===== src/rtl/kbd_rx_pkg.sv =====
package kbd_rx_pkg;
    typedef enum logic [1:0] {
        ST_IDLE   = 2'd0,
        ST_DATA   = 2'd1,
        ST_PARITY = 2'd2,
        ST_STOP   = 2'd3
    } rx_state_e;

    localparam int          BYTE_W     = 8;
    localparam logic [7:0]  RESEND_CMD = 8'hFE;
    localparam logic [7:0]  EMPTY_BYTE = 8'hFF;
endpackage


===== src/rtl/kbd_rx_sync.sv =====
module kbd_rx_sync #(
    parameter int STAGES = 2
) (
    input  logic clk,
    input  logic rst_n,
    input  logic kb_clk_i,
    input  logic kb_data_i,
    output logic data_s,
    output logic clk_rise,
    output logic clk_fall
);
    logic [STAGES-1:0] clk_ff;
    logic [STAGES-1:0] data_ff;
    logic              clk_prev;

    generate
        for (genvar g = 0; g < STAGES; g++) begin : g_stage
            if (g == 0) begin : g_first
                always_ff @(posedge clk or negedge rst_n) begin
                    if (!rst_n) begin
                        clk_ff[g]  <= 1'b1;
                        data_ff[g] <= 1'b1;
                    end else begin
                        clk_ff[g]  <= kb_clk_i;
                        data_ff[g] <= kb_data_i;
                    end
                end
            end else begin : g_next
                always_ff @(posedge clk or negedge rst_n) begin
                    if (!rst_n) begin
                        clk_ff[g]  <= 1'b1;
                        data_ff[g] <= 1'b1;
                    end else begin
                        clk_ff[g]  <= clk_ff[g-1];
                        data_ff[g] <= data_ff[g-1];
                    end
                end
            end
        end
    endgenerate

    always_ff @(posedge clk or negedge rst_n) begin
        if (!rst_n) clk_prev <= 1'b1;
        else        clk_prev <= clk_ff[STAGES-1];
    end

    assign data_s   = data_ff[STAGES-1];
    assign clk_rise =  clk_ff[STAGES-1] & ~clk_prev;
    assign clk_fall = ~clk_ff[STAGES-1] &  clk_prev;
endmodule


===== src/rtl/kbd_rx_fsm.sv =====
module kbd_rx_fsm
    import kbd_rx_pkg::*;
#(
    parameter int TIMEOUT_US = 1000
) (
    input  logic              clk,
    input  logic              rst_n,
    input  logic              tick_us,
    input  logic              clk_rise,
    input  logic              clk_fall,
    input  logic              data_s,
    output logic              push,
    output logic [BYTE_W-1:0] push_byte,
    output logic              resend_req
);
    localparam int TW = (TIMEOUT_US > 1) ? $clog2(TIMEOUT_US) : 1;
    localparam int IW = $clog2(BYTE_W);

    rx_state_e         state, state_n;
    logic [BYTE_W-1:0] shreg;
    logic [IW-1:0]     bit_idx;
    logic [TW-1:0]     tmo_cnt;
    logic              any_edge, timeout, bad_start, frame_end, parity_ok;

    always_comb begin
        any_edge  = clk_rise | clk_fall;
        timeout   = (state != ST_IDLE) && tick_us && !any_edge &&
                    (tmo_cnt == TW'(TIMEOUT_US - 1));
        bad_start = (state == ST_IDLE) && clk_fall && data_s;
        frame_end = (state == ST_PARITY) && clk_rise;
        parity_ok = ^{shreg, data_s};
        state_n   = state;
        unique case (state)
            ST_IDLE:   if (clk_fall && !data_s) state_n = ST_DATA;
            ST_DATA:   if (clk_rise && bit_idx == IW'(BYTE_W - 1)) state_n = ST_PARITY;
            ST_PARITY: if (clk_rise) state_n = ST_STOP;
            ST_STOP:   if (!data_s) state_n = ST_IDLE;
        endcase
        if (timeout) state_n = ST_IDLE;
    end

    always_ff @(posedge clk or negedge rst_n) begin
        if (!rst_n) state <= ST_IDLE;
        else        state <= state_n;
    end

    always_ff @(posedge clk or negedge rst_n) begin
        if (!rst_n) begin
            shreg   <= '0;
            bit_idx <= '0;
            tmo_cnt <= '0;
        end else begin
            if (state == ST_IDLE) begin
                shreg   <= '0;
                bit_idx <= '0;
            end else if (state == ST_DATA && clk_rise) begin
                shreg   <= {data_s, shreg[BYTE_W-1:1]};
                bit_idx <= bit_idx + 1'b1;
            end
            if (state == ST_IDLE || any_edge || timeout) tmo_cnt <= '0;
            else if (tick_us)                            tmo_cnt <= tmo_cnt + 1'b1;
        end
    end

    always_ff @(posedge clk or negedge rst_n) begin
        if (!rst_n) begin
            push       <= 1'b0;
            push_byte  <= '0;
            resend_req <= 1'b0;
        end else begin
            push       <= frame_end && parity_ok;
            resend_req <= (frame_end && !parity_ok) || bad_start || timeout;
            if (frame_end) push_byte <= shreg;
        end
    end

    a_r1_start_enters_data: assert property (@(posedge clk) disable iff (!rst_n)
        (state == ST_IDLE && clk_fall && !data_s) |=> (state == ST_DATA));
    a_r5_stop_to_idle: assert property (@(posedge clk) disable iff (!rst_n)
        (state == ST_STOP && !data_s && !timeout) |=> (state == ST_IDLE));
    a_r3_push_excludes_resend: assert property (@(posedge clk) disable iff (!rst_n)
        !(push && resend_req));
    a_r6_timeout_leaves_frame: assert property (@(posedge clk) disable iff (!rst_n)
        timeout |=> (state == ST_IDLE && resend_req));
endmodule


===== src/rtl/kbd_rx_fifo.sv =====
module kbd_rx_fifo
    import kbd_rx_pkg::*;
#(
    parameter int DEPTH = 4
) (
    input  logic              clk,
    input  logic              rst_n,
    input  logic              push,
    input  logic [BYTE_W-1:0] push_byte,
    input  logic              rd_ready,
    output logic              rd_valid,
    output logic [BYTE_W-1:0] rd_data
);
    localparam int AW = (DEPTH > 1) ? $clog2(DEPTH) : 1;
    localparam int CW = $clog2(DEPTH + 1);

    logic [BYTE_W-1:0] mem [DEPTH];
    logic [AW-1:0]     wr_ptr, rd_ptr;
    logic [CW-1:0]     count;
    logic              full, pop, accept;

    assign full     = (count == CW'(DEPTH));
    assign rd_valid = (count != '0);
    assign pop      = rd_valid && rd_ready;
    assign accept   = push && (!full || pop);
    assign rd_data  = rd_valid ? mem[rd_ptr] : EMPTY_BYTE;

    always_ff @(posedge clk) begin
        if (accept) mem[wr_ptr] <= push_byte;
    end

    always_ff @(posedge clk or negedge rst_n) begin
        if (!rst_n) begin
            wr_ptr <= '0;
            rd_ptr <= '0;
            count  <= '0;
        end else begin
            if (accept) wr_ptr <= (wr_ptr == AW'(DEPTH - 1)) ? '0 : wr_ptr + 1'b1;
            if (pop)    rd_ptr <= (rd_ptr == AW'(DEPTH - 1)) ? '0 : rd_ptr + 1'b1;
            count <= count + CW'(accept) - CW'(pop);
        end
    end

    a_r9_no_overflow: assert property (@(posedge clk) disable iff (!rst_n)
        count <= CW'(DEPTH));
    a_r7_pop_drains: assert property (@(posedge clk) disable iff (!rst_n)
        (pop && !push) |=> (count == $past(count) - 1'b1));
endmodule


===== src/rtl/kbd_rx.sv =====
module kbd_rx
    import kbd_rx_pkg::*;
#(
    parameter int FIFO_DEPTH  = 4,
    parameter int TIMEOUT_US  = 1000,
    parameter int SYNC_STAGES = 2
) (
    input  logic       clk,
    input  logic       rst_n,
    input  logic       tick_us,
    input  logic       kb_clk_i,
    input  logic       kb_data_i,
    input  logic       inhibit,
    output logic       kb_data_oe,
    output logic       rd_valid,
    input  logic       rd_ready,
    output logic [7:0] rd_data,
    output logic       resend_req,
    output logic [7:0] resend_code
);
    logic              data_s, clk_rise, clk_fall, push;
    logic [BYTE_W-1:0] push_byte;

    kbd_rx_sync #(.STAGES(SYNC_STAGES)) u_sync (
        .clk(clk), .rst_n(rst_n), .kb_clk_i(kb_clk_i), .kb_data_i(kb_data_i),
        .data_s(data_s), .clk_rise(clk_rise), .clk_fall(clk_fall)
    );

    kbd_rx_fsm #(.TIMEOUT_US(TIMEOUT_US)) u_fsm (
        .clk(clk), .rst_n(rst_n), .tick_us(tick_us), .clk_rise(clk_rise),
        .clk_fall(clk_fall), .data_s(data_s), .push(push),
        .push_byte(push_byte), .resend_req(resend_req)
    );

    kbd_rx_fifo #(.DEPTH(FIFO_DEPTH)) u_fifo (
        .clk(clk), .rst_n(rst_n), .push(push), .push_byte(push_byte),
        .rd_ready(rd_ready), .rd_valid(rd_valid), .rd_data(rd_data)
    );

    always_ff @(posedge clk or negedge rst_n) begin
        if (!rst_n) kb_data_oe <= 1'b0;
        else        kb_data_oe <= inhibit;
    end

    assign resend_code = RESEND_CMD;

    a_r10_inhibit_drive: assert property (@(posedge clk) disable iff (!rst_n)
        inhibit |=> kb_data_oe);
endmodule


===== config.mk =====
export PLATFORM = sky130hd
export DESIGN_NAME = kbd_rx
export DESIGN_NICKNAME = d
export VERILOG_FILES = /design/src/rtl/kbd_rx_pkg.sv /design/src/rtl/kbd_rx_sync.sv /design/src/rtl/kbd_rx_fsm.sv /design/src/rtl/kbd_rx_fifo.sv /design/src/rtl/kbd_rx.sv
export SDC_FILE = /design/constraint.sdc
export NUM_CORES = 1
export LEC_CHECK = 0
export BUFFER_PORTS_ARGS = -buffer_cell sky130_fd_sc_hd__buf_2
export CAP_MARGIN = 25
export CORE_MARGIN = 10
export CORE_UTILIZATION = 30
export DETAILED_ROUTE_END_ITERATION = 7
export GPL_ROUTABILITY_DRIVEN = 0
export PLACE_DENSITY_LB_ADDON = 0.1
export SYNTH_ARGS = -nofsm -noshare
export SYNTH_HDL_FRONTEND = slang
export SYNTH_SLANG_ARGS = --single-unit

===== constraint.sdc =====
create_clock -name clk -period 2 [get_ports clk]
set_input_delay 0 -clock clk [delete_from_list [all_inputs] [get_ports clk]]
set_output_delay 0 -clock clk [all_outputs]
set_load 0.03 [all_outputs]

==> flow_summary.yaml <==
worst_setup_path:
  path_buf_inv: 3
  crit_start: "u_fifo.count[2]$_DFF_PN0_"
  crit_arrival_ps: 2150
  crit-reg2reg-launch: "u_fifo.count[2]$_DFF_PN0_"
  end_kind: "flip-flop"
  cpMaxStageDelayCell: "fa_2"
  critPathMaxFanout: 4
  critPathMaxStageDelay_ps: 510
  critPathKind: "reg -> reg"
  crit_family: "adder cells"
  crit_path_cell_trace: "nor3_4 -> inv_2 -> nand2_2 -> inv_1 -> ha_1 -> inv_1 -> ha_1 -> fa_2"
  ff2ff_path_depth: 8
  cp.depth: 8
  required_ps: 2270
  cp-start-kind: "flip-flop"
floorplan:
  core_sq_um: 11400
  die_area_sq_um: 16200
  num_io_pins: 26
  die_x_um: 127
  die_h_um: 127
  row_count: 39
  start_util: 0.304
sta:
  final_hold_viol_count: 0
  fin_setup_tns_ps: 0
  fin_skew_ps: 2.96
  report.final.slew_viol_count: 0
  clock.fmax_ghz: 0.531
  slew_headroom: 0.635
  grt_setup_unrepaired: "false"
  fin_crit_sh: 0.942
  finalSetupViolations: 0
  fin_crit_ps: 1880
  worstMarginPinSlew_ps: 547
  fin_ws_ps: 115
flow_run:
  cap_viol_max_count: 0
synth:
  async_flop_share: 0.590
  yosysSeqAreaShare: 0.612
  synth_ff_type: "dfrtp_1"
  yosys_warnings: 0
  synth_area_sq_um: 3460
  yosys.cell_types.count: 36
  postSynthAreaPerCell_sq_um: 13.3
  ys_seq_elements: 78
  synth_edf_count: 32
  synth_cells: 260
cells_and_area:
  antennaDiodeCount: 0
  nets: 316
  area_growth_pct: 18.1
  drive_gt1_frac: 0.264
  fin_util: 0.359
  fillCellCount: 1109
  regArea_sq_um: 2120
  multi_input_area_sq_um: 1240
placement:
  pre_cts_ws_ps: 112
  port_buffers: 17
  hpwl_um: 4140
pwr:
  p_leak_uw: 0.00170
  ir_drop_mv: 0.568
  p_per_area_nw_per_um2: 1240
route:
  drcViolationCount: 0
  drtAntennaViolNets: 0
  num_vias: 1896
  viasPerCell: 4.32
  drt-total-wl_um: 6010
  drt-pass1-iter-count: 4
  wl_per_cell_um: 13.7
  dr.first_iter.drc_count: 137
global_route:
  grt_max_degree: 25
  grt-ovfl-total: 0
  grt_pass1_wl_um: 10200
  antenna_found_initial: 0
  grt_use_total: 0.0793
  grt_pass1_vias: 1979
hold_path:
  whs_path_depth: 3
  hold_path.class: "in -> reg"
  min_from: "rd_ready"
clock_tree:
  root_buffer: "clkbuf_16"
  cts_buffers: 9
  clk_latency_ps: 330
  cts.sinks: 78
  htreeDepth: 3
  cts_tree: "built"
  clock_path_buffers: 2
  clk_pin_slew_worst_paths_ps: 60
outcome:
  outcome: "complete, no violations"
cells by family (layout without fill, tap and decap cells):
kind of cell,after synthesis,after routing,synth area share
DFF,78,78,0.612
and+or+nand+nor,77,77,0.105
buffers and inverters,28,58,0.0401
AOI/OAI and AO/OA,19,19,0.0343
xor gates and xnor gates,19,19,0.0521
muxes,19,19,0.0871
adders and majority gates,18,18,0.0672
other,2,8,0.00217
timing repair:
item,4_1_cts,5_1_grt
setup endpoints to repair,0,1
hold buffers,4,0
buffers inserted,0,1
hold endpoints to repair,25,0
gates resized for setup,0,1
sequential cells by signal, summed over array words and instances (netlist names):
name / cells
u_fsm.tmo_cnt: 10
u_fsm.push_byte: 8
u_sync.clk_ff: 2
u_fsm.bit_idx: 3
u_fsm.state: 2
u_fifo.count: 3
u_fifo.wr_ptr: 2
u_sync.data_ff: 1
u_fsm.shreg: 8
u_sync.data_s: 1
u_fsm.push: 1
u_fifo.mem: 32
kb_data_oe: 1
u_fifo.rd_ptr: 2
u_fsm.resend_req: 1
u_sync.clk_prev: 1
power breakdown:
| part | total, uW | switching, uW | leakage (uW) | internal [uW] |
|---|---|---|---|---|
| clock | 1650 | 668 | 0.000147 | 981 |
| combinational | 1370 | 765 | 0.000688 | 606 |
| sequential | 2060 | 188 | 0.000868 | 1870 |
| total | 5080 | 1620 | 0.00170 | 3460 |
Yosys cell counts (all sizes together) (2+ instances only):
cell type	n	share of area
buf	11	0.022
xnor2	12	0.030
inv	14	0.015
dfrtp	41	0.30
o21ai	2	0.0029
mux4	8	0.052
nor3	7	0.010
mux2i	2	0.0058
dfstp	5	0.038
or2	9	0.016
nand4	3	0.0054
clkbuf	3	0.0033
and2	6	0.011
mux2	9	0.029
edfxtp	32	0.28
nand2	28	0.030
ha	17	0.061
a21oi	11	0.016
nand3	3	0.0043
xor2	6	0.015
nor2	16	0.017
conb	2	0.0022
cells in the final DEF (no fill, tap or decap), types with 4 or more instances in the layout:
cell	Yosys	layout
mux4_2	8	8
xor2_1	6	6
xnor2_1	12	12
nor3_1	7	6
buf_2	3	17
conb_1	2	8
dfrtp_1	41	40
ha_1	17	17
nand2_1	28	27
inv_1	14	13
nor2_1	16	16
a21oi_1	11	11
or2_2	9	9
and2_1	6	6
dlygate4sd3_1	0	4
edfxtp_1	32	32
buf_4	8	6
inv_6	0	4
dfstp_2	5	5
mux2_2	9	9
clkbuf_16	0	9
routing by layer:
metal	wire, um	part of all wire	global-route usage	vias up
li1	-	-	-	943
met1	2700	0.45	0.0932	917
met5	0	0	0	-
met2	2980	0.50	0.128	31
met4	54	0.0090	0.0281	0
met3	274	0.046	0.0318	5
layout make-up:
class / count / share of cell area
well taps: 143 / 0.0438
multi-input cells: 160 / 0.304
inverters: 14 / 0.0129
clock buffers: 9 / 0.0551
repair buffers: 28 / 0.0465
clock inverters: 7 / 0.0190
flip-flops and latches: 78 / 0.519
path summary, 6_finish.rpt:
kind / end / slack [ps]
max: u_fifo.count[1]$_DFF_PN0_ / 120
min: u_fifo.rd_ptr[0]$_DFFE_PN0P_ / 20
max reg2reg: u_fifo.count[1]$_DFF_PN0_ / 120
min reg2reg: u_sync.data_s$_DFF_PN1_ / 360
max in group asynchronous: u_sync.data_s$_DFF_PN1_ / 1220
min in group asynchronous: u_fsm.tmo_cnt[0]$_DFFE_PN0P_ / 180
worst reg2reg max path, stage by stage, from the launching register on:
cell,delay [ps]
dfrtp_1,420
nor3_4,220
inv_2,50
nand2_2,80
inv_1,50
ha_1,260
inv_1,40
ha_1,180
fa_2,510
per-stage QoR:
| step | instances | hold WS (ps) | area, sq um | total power, uW |
|---|---|---|---|---|
| after floorplan | 266 | -296 | 3500 | 3130 |
| after global placement | 418 | 41.4 | 3730 | 3490 |
| after detailed placement | 418 | 37.8 | 3730 | 3490 |
| after CTS | 438 | 5.25 | 4080 | 5180 |
| after global routing | 439 | 18.8 | 4090 | 5420 |
| final | 439 | 16.9 | 4090 | 5080 |
(Power assumes the default switching activity.)
